File: src/rtl/dbell_pkg.sv
package dbell_pkg;
  typedef logic [15:0] peer_t;
  typedef logic [7:0]  vec_t;

  // word indices (addr[7:2]) of the decoded registers
  localparam logic [5:0] W_MASK = 6'd0;
  localparam logic [5:0] W_STAT = 6'd1;
  localparam logic [5:0] W_ID   = 6'd2;
  localparam logic [5:0] W_DB   = 6'd3;

  function automatic logic target_ok(peer_t peer, vec_t vec, peer_t live,
                                     vec_t cnt, logic inrange);
    return inrange && (peer < live) && (vec < cnt);
  endfunction

  function automatic logic [31:0] read_word(logic [7:0] addr, logic [31:0] mask,
                                            logic [31:0] stat, peer_t id);
    case (addr)
      8'h00:   return mask;
      8'h04:   return stat;
      8'h08:   return {16'h0, id};
      default: return 32'h0;
    endcase
  endfunction
endpackage

File: src/rtl/dbell_vec_table.sv
module dbell_vec_table
  import dbell_pkg::*;
#(
  parameter int NUM_PEERS = 16,
  localparam int IDX_W = $clog2(NUM_PEERS)
) (
  input  logic             clk,
  input  logic             rst_n,
  input  logic             wr_en,
  input  logic [IDX_W-1:0] wr_idx,
  input  vec_t             wr_cnt,
  input  peer_t            rd_peer,
  output vec_t             rd_cnt,
  output logic             rd_inrange
);
  localparam peer_t NP = peer_t'(NUM_PEERS);

  vec_t cnt_q [NUM_PEERS];

  for (genvar i = 0; i < NUM_PEERS; i++) begin : g_ent
    always_ff @(posedge clk) begin
      if (!rst_n)
        cnt_q[i] <= '0;
      else if (wr_en && (wr_idx == IDX_W'(i)))
        cnt_q[i] <= wr_cnt;
    end
  end

  assign rd_inrange = (rd_peer < NP);
  assign rd_cnt     = rd_inrange ? cnt_q[rd_peer[IDX_W-1:0]] : '0;

  // a loaded count is visible through the lookup port next cycle
  a_r11_table_load: assert property (@(posedge clk) disable iff (!rst_n)
    (wr_en && rd_peer == peer_t'(wr_idx) && $stable(rd_peer)) |=> (rd_cnt == $past(wr_cnt)))
    else $error("a_r11_table_load");
endmodule

File: src/rtl/dbell_ring.sv
module dbell_ring
  import dbell_pkg::*;
(
  input  logic  clk,
  input  logic  rst_n,
  input  logic  db_fire,
  input  peer_t db_peer,
  input  vec_t  db_vec,
  input  peer_t live_peers,
  input  vec_t  peer_cnt,
  input  logic  peer_inrange,
  output logic  notify_valid,
  output peer_t notify_peer,
  output vec_t  notify_vec
);
  logic accept;
  assign accept = db_fire && target_ok(db_peer, db_vec, live_peers, peer_cnt, peer_inrange);

  always_ff @(posedge clk) begin
    if (!rst_n) begin
      notify_valid <= 1'b0;
      notify_peer  <= '0;
      notify_vec   <= '0;
    end else begin
      notify_valid <= accept;
      if (accept) begin
        notify_peer <= db_peer;
        notify_vec  <= db_vec;
      end
    end
  end

  // a pulse only follows a doorbell write on the previous edge
  a_r4_pulse_src: assert property (@(posedge clk) disable iff (!rst_n)
    notify_valid |-> $past(db_fire))
    else $error("a_r4_pulse_src");
  // an emitted peer was below the live peer count
  a_r5_live_peer: assert property (@(posedge clk) disable iff (!rst_n)
    notify_valid |-> (notify_peer < $past(live_peers)))
    else $error("a_r5_live_peer");
endmodule

File: src/rtl/dbell_csr.sv
module dbell_csr
  import dbell_pkg::*;
(
  input  logic        clk,
  input  logic        rst_n,
  input  logic        wr_fire,
  input  logic [5:0]  wr_word,
  input  logic [31:0] wdata,
  input  logic        rd_req,
  input  logic        rd_full,
  input  logic [7:0]  rd_addr,
  input  peer_t       own_id,
  input  logic        msg_mode,
  input  logic        msg_enable,
  input  logic        evt_valid,
  input  vec_t        evt_vec,
  output logic        rd_valid,
  output logic [31:0] rd_data,
  output logic        msg_req_valid,
  output vec_t        msg_req_vec,
  output logic        irq_out
);
  logic [31:0] mask_q, stat_q;
  logic evt_set, stat_rd_clr, msg_fire;

  assign evt_set     = evt_valid && !msg_mode;
  assign msg_fire    = evt_valid && msg_mode && msg_enable;
  assign stat_rd_clr = rd_req && rd_full && (rd_addr == 8'h04);

  always_ff @(posedge clk) begin
    if (!rst_n) begin
      mask_q <= '0;
      stat_q <= '0;
    end else begin
      if (wr_fire && wr_word == W_MASK) mask_q <= wdata;
      if (evt_set)                           stat_q <= 32'd1;
      else if (stat_rd_clr)                  stat_q <= '0;
      else if (wr_fire && wr_word == W_STAT) stat_q <= wdata;
    end
  end

  always_ff @(posedge clk) begin
    if (!rst_n) begin
      rd_valid      <= 1'b0;
      rd_data       <= '0;
      msg_req_valid <= 1'b0;
      msg_req_vec   <= '0;
    end else begin
      rd_valid      <= rd_req;
      rd_data       <= (rd_req && rd_full) ? read_word(rd_addr, mask_q, stat_q, own_id) : 32'h0;
      msg_req_valid <= msg_fire;
      if (msg_fire) msg_req_vec <= evt_vec;
    end
  end

  assign irq_out = |(stat_q & mask_q);

  // a read of status with no competing event leaves it zero
  a_r6_rd_clear: assert property (@(posedge clk) disable iff (!rst_n)
    (stat_rd_clr && !evt_set) |=> (stat_q == 32'd0))
    else $error("a_r6_rd_clear");
  // a non-message event always lands as status 1
  a_r10_stat_one: assert property (@(posedge clk) disable iff (!rst_n)
    evt_set |=> (stat_q == 32'd1))
    else $error("a_r10_stat_one");
  // message requests only when both mode and enable were set
  a_r10_msg_gate: assert property (@(posedge clk) disable iff (!rst_n)
    msg_req_valid |-> $past(evt_valid && msg_mode && msg_enable))
    else $error("a_r10_msg_gate");
  // the level interrupt needs a nonzero mask
  a_r9_irq_mask: assert property (@(posedge clk) disable iff (!rst_n)
    irq_out |-> (mask_q != 32'd0))
    else $error("a_r9_irq_mask");
endmodule

File: src/rtl/dbell_regblk.sv
module dbell_regblk
  import dbell_pkg::*;
#(
  parameter int NUM_PEERS = 16,
  localparam int IDX_W = $clog2(NUM_PEERS)
) (
  input  logic             clk,
  input  logic             rst_n,
  input  logic             req_valid,
  input  logic             req_write,
  input  logic [7:0]       req_addr,
  input  logic [3:0]       req_be,
  input  logic [31:0]      req_wdata,
  output logic             rd_valid,
  output logic [31:0]      rd_data,
  input  logic [15:0]      own_id,
  input  logic [15:0]      live_peers,
  input  logic             tbl_we,
  input  logic [IDX_W-1:0] tbl_idx,
  input  logic [7:0]       tbl_cnt,
  input  logic             msg_mode,
  input  logic             msg_enable,
  input  logic             evt_valid,
  input  logic [7:0]       evt_vec,
  output logic             notify_valid,
  output logic [15:0]      notify_peer,
  output logic [7:0]       notify_vec,
  output logic             msg_req_valid,
  output logic [7:0]       msg_req_vec,
  output logic             irq_out
);
  logic       full_acc, wr_fire, rd_req, db_fire;
  logic [5:0] wr_word;
  peer_t      db_peer;
  vec_t       db_vec, peer_cnt;
  logic       peer_inrange;

  assign full_acc = (req_be == 4'hF);
  assign wr_word  = req_addr[7:2];
  assign wr_fire  = req_valid && req_write && full_acc;
  assign rd_req   = req_valid && !req_write;
  assign db_fire  = wr_fire && (wr_word == W_DB);
  assign db_peer  = req_wdata[31:16];
  assign db_vec   = req_wdata[7:0];

  dbell_vec_table #(.NUM_PEERS(NUM_PEERS)) u_tbl (
    .clk(clk), .rst_n(rst_n), .wr_en(tbl_we), .wr_idx(tbl_idx), .wr_cnt(tbl_cnt),
    .rd_peer(db_peer), .rd_cnt(peer_cnt), .rd_inrange(peer_inrange)
  );

  dbell_ring u_ring (
    .clk(clk), .rst_n(rst_n), .db_fire(db_fire), .db_peer(db_peer), .db_vec(db_vec),
    .live_peers(live_peers), .peer_cnt(peer_cnt), .peer_inrange(peer_inrange),
    .notify_valid(notify_valid), .notify_peer(notify_peer), .notify_vec(notify_vec)
  );

  dbell_csr u_csr (
    .clk(clk), .rst_n(rst_n), .wr_fire(wr_fire), .wr_word(wr_word), .wdata(req_wdata),
    .rd_req(rd_req), .rd_full(full_acc), .rd_addr(req_addr), .own_id(own_id),
    .msg_mode(msg_mode), .msg_enable(msg_enable), .evt_valid(evt_valid), .evt_vec(evt_vec),
    .rd_valid(rd_valid), .rd_data(rd_data), .msg_req_valid(msg_req_valid),
    .msg_req_vec(msg_req_vec), .irq_out(irq_out)
  );

  // a partial write never produces a notify pulse
  a_r2_partial_quiet: assert property (@(posedge clk) disable iff (!rst_n)
    notify_valid |-> $past(req_be == 4'hF))
    else $error("a_r2_partial_quiet");
  // read data valid follows every read request by one cycle
  a_r12_rd_latency: assert property (@(posedge clk) disable iff (!rst_n)
    rd_req |=> rd_valid)
    else $error("a_r12_rd_latency");
endmodule

File: config.mk
export PLATFORM = sky130hd
export DESIGN_NAME = dbell_regblk
export DESIGN_NICKNAME = d
export VERILOG_FILES = /design/src/rtl/dbell_pkg.sv /design/src/rtl/dbell_vec_table.sv /design/src/rtl/dbell_ring.sv /design/src/rtl/dbell_csr.sv /design/src/rtl/dbell_regblk.sv
export SDC_FILE = /design/constraint.sdc
export NUM_CORES = 1
export LEC_CHECK = 0
export ABC_AREA = 1
export BUFFER_PORTS_ARGS = -buffer_cell sky130_fd_sc_hd__buf_2
export CAP_MARGIN = 5
export CELL_PAD_IN_SITES_DETAIL_PLACEMENT = 0
export CELL_PAD_IN_SITES_GLOBAL_PLACEMENT = 1
export CORE_UTILIZATION = 43
export DETAILED_ROUTE_END_ITERATION = 8
export HOLD_SLACK_MARGIN = 0.08
export PLACE_DENSITY = 0.8
export SYNTH_ARGS = -nofsm -noshare
export SYNTH_HDL_FRONTEND = slang
export SYNTH_SLANG_ARGS = --single-unit
File: constraint.sdc
create_clock -name clk -period 2.9 [get_ports clk]
set_input_delay 0.145 -clock clk [delete_from_list [all_inputs] [get_ports clk]]
set_output_delay 0.145 -clock clk [all_outputs]
set_load 0.05 [all_outputs]
==> impl_metrics.csv, run 1 <==
group,metric,value,unit
run_status,status,"completed",
cts,cts_tree,"built",
worst_setup_path,slowest_delay,570,ps
timing,worstMarginPinSlew,1220,ps
route,drt-pass1-iter-count,5,
cts,cts_buffers,28,
yosys,yosysWarningCount,0,
yosys,synth_top_area_share,0.337,
route,met1_length,14600,microns
place,port_buffers,171,
layout,fin_cells,1912,
worst_setup_path,worstSetupPathType,"in -> reg",
layout,layout-drive-gt1-share,0.193,
route,ant_nets,0,
worst_setup_path,slowest_stage,"dlygate4sd3_1",
route,wire_per_inst,18.2,microns
yosys,synth_cell_type_count,37,
cts,cts_num_sinks,259,
route,vias_per_cell,5.29,
pwr,p_leak,6.19,nW
grt,grt_pass1_vias,9428,
timing,period_minus_slack,2780,ps
layout,final_cell_mix,"nand2_1, nor2_1, buf_2, a21oi_1, dfxtp_1",
pwr,peakVddDrop,517,uV
route,wl_met2,16700,microns
layout,fin_area,14600,sq um
route,routed_wl,34700,microns
route,topRoutingLayerUsed,"met4",
worst_setup_path,cp-start-kind,"input port",
place,dp_hpwl,23200,microns
cts,cts-htree-levels,1,
route,drt_iter0_markers,836,
cts,path_clk_slew,60,ps
layout,layout_commonest_cell,"nand2_1",
timing,skew,15.5,ps
layout,fin_nets,1681,
yosys,yosysTopAreaCell,"edfxtp_1",
grt,antenna_found_initial,0,
place,gp_congestion,0.906,
cts,cts-root-buf,"clkbuf_16",
worst_setup_path,endpoint_kind,"flip-flop",
worst_setup_path,required,3340,ps
place,place_area,12800,sq um
timing,max_freq,0.360,GHz
grt,grt_overflow_total,0,
place,dp.cells,1786,
yosys,ys_top_cells_by_area,"edfxtp_1, dfxtp_1, nand2_1",
yosys,syn_inst,1310,
route,drc,0,
timing,whs,155,ps
timing,rsz0062_at_grt,"yes",
floorplanning,rows,59,
floorplanning,die_w,165,microns
worst_setup_path,cp_common_cell,"nor2_1",
pwr,powerDensity,563,nW/um^2
grt,grt_max_degree,49,
flow_run,drv_cap,0,
min_path,min_path_type,"in -> reg",
cts,clk_path_buf_depth,3,
floorplanning,initial_utilization,0.437,
yosys,seq_area_frac_synth,0.568,
timing,hold_viol,0,
floorplanning,dieArea,27100,sq um
grt,grt_first_pass_wirelength,51700,microns
layout,area_growth,27.8,%
timing,fin_crit_sh,0.958,
route,wl_met3,2290,microns
grt,grt_usage,0.250,
layout,fillCellCount,2398,
layout,num_antenna_cells,0,
yosys,synth_fp_nets,1436,
yosys,synth.avg_cell_area,8.70,sq um
layout,final_core_utilization,0.559,
floorplanning,io_pins,172,
yosys,synth_seq_cells,259,
cts,insertion_delay,550,ps
timing,slew_violations,0,
worst_setup_path,crit_chain,"dlygate4sd3_1 > buf_2 > clkinvlp_4 > buf_6 > a221o_1 > nand3_2 > ha_4 > nand2_2 > inv_1 > nor2_1 > nor2_1 > nor4_1 > nand3_1 > a21oi_4 > buf_12 > buf_6 > nand3_1 > nand2_1 > nor2_1",
floorplanning,die_h,165,microns
worst_setup_path,cp_max_fo,7,
timing,setup_viol,0,
worst_setup_path,worstPathArrival,3220,ps
yosys,synth_area,11400,sq um
timing,slew_headroom,0.176,
route,vias,10100,
floorplanning,core,26100,sq um
-- area by class of cell --
class	instances	area, sq um	share of cell area
multi-input cells	877	4320	0.297
flip-flops and latches	259	6470	0.444
clock buffers	38	800	0.0549
inverters	100	390	0.0268
well taps	335	419	0.0288
clock inverters	14	92.6	0.00636
repair buffers	289	2070	0.142
-- through the flow --
| step | setup TNS (ps) | power [mW] | setup WS [ps] |
|---|---|---|---|
| floorplan | 0 | 4.40 | 243 |
| global placement | 0 | 4.70 | 85.2 |
| detailed placement | 0 | 4.70 | 8.58 |
| CTS | 0 | 8.20 | 53.8 |
| global route | -208 | 8.47 | -38.6 |
| finish | 0 | 8.20 | 122 |
-- Yosys cell counts (all sizes together) --
cell type / count
nand2: 259
nor2: 240
a21oi: 148
dfxtp: 131
edfxtp: 128
inv: 99
nand3: 69
o21ai: 50
clkbuf: 41
buf: 33
a221oi: 30
ha: 22
a22oi: 14
nand4: 12
nor3: 9
a22o: 7
or3: 4
a221o: 3
o311ai: 3
nor4: 2
a211oi: 1
a311oi: 1
and3: 1
clkinv: 1
nand3b: 1
o211ai: 1
-- worst paths after layout --
check | cells after the start | endpoint | from | slack (ps)
worst max-delay path | 19 | u_ring.notify_vec[5] | req_wdata[19] | 120
worst min-delay path | 7 | u_ring.notify_valid | req_addr[2] | 160
worst max register to register | 17 | u_ring.notify_vec[5] | u_tbl.cnt_q[15][5] | 130
worst min register to register | 2 | u_csr.msg_req_vec[2] | u_csr.msg_req_vec[2] | 440
-- critical path: cells and delay by family --
family	cells	cell delay, ps
buf+inv	7	1370
compound gates	2	480
fa+ha+maj	1	210
simple gates	9	1020
-- sequential cells by signal, summed over array words and instances (netlist names) --
name,flops
u_ring.notify_valid,1
u_csr.mask_q,32
u_csr.stat_q,32
u_tbl.cnt_q,128
u_csr.rd_data,32
u_csr.msg_req_valid,1
u_csr.msg_req_vec,8
u_ring.notify_peer,16
u_csr.rd_valid,1
u_ring.notify_vec,8
-- per-layer routing --
| layer | global-route usage | vias up |
|---|---|---|
| li1 | - | 4916 |
| met1 | 0.324 | 4762 |
| met2 | 0.423 | 360 |
| met3 | 0.0379 | 70 |
| met4 | 0.0859 | 0 |
| met5 | 0 | - |
-- where the power goes --
| part | leakage [nW] | switching (mW) | internal, mW | total (mW) |
|---|---|---|---|---|
| clock | 0.445 | 1.46 | 2.01 | 3.47 |
| combinational | 3.46 | 0.465 | 0.275 | 0.741 |
| sequential | 2.28 | 0.0383 | 3.95 | 3.99 |
-- cell families (layout without fill, tap and decap cells) --
| group | after synthesis | after routing | synth area share |
|---|---|---|---|
| AO/OA/AOI/OAI | 258 | 258 | 0.133 |
| adder cells (fa/ha/maj) | 22 | 22 | 0.0242 |
| buffers and inverters | 174 | 441 | 0.0633 |
| flip-flops | 259 | 259 | 0.568 |
| AND/OR/NAND/NOR | 597 | 597 | 0.212 |
-- what timing repair did --
item,CTS,global route
endpoints found under the setup margin,0,24
resized for setup,0,36
hold buffers,59,0
buffers inserted,0,12
hold endpoints to repair,86,0
Power figures use the tool's default switching activity.
==> inputs of run 2 (changes only) <==
Settings changed: CORE_ASPECT_RATIO set to 0.75.
==> run 2 against run 1 <==
  * Non-clock buffer count increased by 24
  * Hold slack got worse by 28 ps
  * Maximum frequency decreased by 0.30%
  * First-iteration DRC count increased by 28%
  * Critical path depth decreased by 1
  * Count of clock-buffer cells in the layout decreased by 1
  * Clock power increased by 7.5%
  * Routed wire length increased by 1.8%
  * Setup slack got worse by 8.3 ps
  * Global-route usage increased by 0.86 points
==> impl_metrics.csv, run 2 (synthesis gave the netlist of run 1 again) <==
group,metric,value,unit
grt,grt_pass1_vias,9698,
timing,whs,128,ps
layout,fin_cells,1941,
floorplanning,io_pins,172,
layout,fin_nets,1703,
cts,cts_tree,"built",
pwr,p_leak,6.30,nW
route,drt-pass1-iter-count,7,
worst_setup_path,slowest_stage,"dlygate4sd3_1",
worst_setup_path,regToRegSetupSlack,180,ps
place,port_buffers,171,
layout,area_growth,28.9,%
timing,slew_violations,0,
cts,clk_path_buf_depth,3,
min_path,min_from,"req_addr[2]",
worst_setup_path,cp_max_fo,8,
worst_setup_path,worstPathArrival,3200,ps
timing,period_minus_slack,2790,ps
layout,layout_commonest_cell,"nand2_1",
worst_setup_path,cp_common_cell,"nand2_1",
route,vias_per_cell,5.33,
floorplanning,die_h,143,microns
worst_setup_path,endpoint_kind,"flip-flop",
worst_setup_path,crit_chain,"dlygate4sd3_1 > buf_2 > nor2_2 > nand2_1 > nor2_4 > nand3_4 > or3_4 > ha_1 > nand2_1 > nor2_1 > nor4_1 > nand3_1 > a21oi_4 > buf_12 > buf_4 > nand3_1 > nand2_1 > nor2_1",
layout,final_core_utilization,0.565,
grt,grt_overflow_total,0,
place,dp_hpwl,24500,microns
grt,grt_max_degree,67,
route,drc,0,
floorplanning,die_w,190,microns
place,dp.cells,1832,
worst_setup_path,r2r-start,"u_tbl.cnt_q[6][6]",
timing,max_freq,0.359,GHz
pwr,total_power,8.46,mW
layout,fillCellCount,2375,
cts,cts_num_sinks,259,
pwr,peakVddDrop,461,uV
timing,setup_viol,0,
timing,skew,10.1,ps
route,ant_nets,0,
layout,final_cell_mix,"nand2_1, nor2_1, buf_2, a21oi_1, dfxtp_1",
floorplanning,initial_utilization,0.439,
place,place_area,13000,sq um
min_path,whs_endpoint,"u_csr.rd_data[16]",
place,dp_slack,-57.9,ps
route,routed_wl,35400,microns
layout,num_antenna_cells,0,
timing,setup_slack,114,ps
flow_run,drv_cap,0,
route,vias,10300,
layout,largest_reg_flops,128,
worst_setup_path,required,3320,ps
worst_setup_path,r2r-end,"u_ring.notify_peer[1]",
worst_setup_path,slowest_delay,550,ps
cts,path_clk_slew,60,ps
timing,fin_crit_sh,0.961,
run_status,status,"completed",
place,gp_congestion,0.879,
grt,grt_first_pass_wirelength,53800,microns
pwr,powerDensity,577,nW/um^2
timing,slew_headroom,0.227,
floorplanning,dieArea,27200,sq um
timing,worstMarginPinSlew,1150,ps
min_path,min_path_type,"in -> reg",
timing,hold_viol,0,
timing,setup_tns,0,ps
cts,cts-htree-levels,1,
layout,top_register,"u_tbl.cnt_q",
cts,insertion_delay,530,ps
grt,grt_usage,0.258,
route,drt_iter0_markers,1066,
worst_setup_path,worstSetupPathType,"in -> reg",
layout,layout-drive-gt1-share,0.203,
floorplanning,rows,51,
route,wire_per_inst,18.2,microns
cts,cts_buffers,26,
floorplanning,core,26000,sq um
worst_setup_path,rr_worst_depth,15,
layout,fin_area,14700,sq um
cts,cts-root-buf,"clkbuf_16",
grt,antenna_found_initial,0,
worst_setup_path,cp-start-kind,"input port",
min_path,min_path_cells,5,
## run 2: cell types whose count changed in the layout (fill, tap and decap cells not counted), moves of 3 or more
cell / change
a221oi_1: +3
buf_4: +33
a221oi_2: -3
a21oi_1: +3
nor2_1: -3
a21oi_2: -3
clkinv_2: -3
buf_12: -3
clkinv_1: -4
clkbuf_1: -3
## run 2: power by group
part           internal, mW  switching, mW
clock                  2.28           1.45
sequential             3.95         0.0418
combinational         0.280          0.461
## run 2: routing by layer
layer  GRT usage  part of all wire  vias to the layer above  wire [microns]
met5           0                 0                        -               0
met4      0.0501             0.017                        0             610
li1            -                 -                     4958               -
met1       0.390              0.47                     4842           16600
met2       0.377              0.42                      491           14700
met3      0.0570             0.097                       57            3420
## run 2: worst max-delay path by stage
| stage | cells after the start | to | from | slack, ps |
|---|---|---|---|---|
| after CTS | 17 | u_ring.notify_peer[6] | req_wdata[30] | 100 |
| after detailed placement | 16 | u_ring.notify_peer[6] | req_wdata[16] | -60 |
| after global routing | 20 | u_ring.notify_peer[1] | req_wdata[31] | -50 |
| after floorplan | 20 | u_ring.notify_peer[3] | req_wdata[17] | 240 |
| after global placement | 17 | u_ring.notify_vec[7] | req_wdata[17] | -50 |
| final | 18 | u_ring.notify_peer[1] | req_wdata[31] | 110 |
## run 2: worst max-delay path, delay by kind of cell
family                     cells  cell delay [ps]
AOI/OAI and AO/OA              1              170
adders and majority gates      1              270
buffers and inverters          4              960
and+or+nand+nor               12             1670
## run 2: final cells by class
| type | instances | area (sq um) | area share |
|---|---|---|---|
| clock buffer | 37 | 838 | 0.0571 |
| clock inverter | 11 | 131 | 0.00895 |
| inverter | 100 | 379 | 0.0258 |
| multi-input combinational | 877 | 4280 | 0.292 |
| sequential | 259 | 6470 | 0.440 |
| tap | 344 | 430 | 0.0293 |
| timing repair buffer | 313 | 2150 | 0.147 |
## run 2: timing repair
action,CTS,global route
hold endpoints to repair,86,0
setup endpoints to repair,0,23
buffers inserted,0,4
hold buffers,58,0
resized for setup,0,20
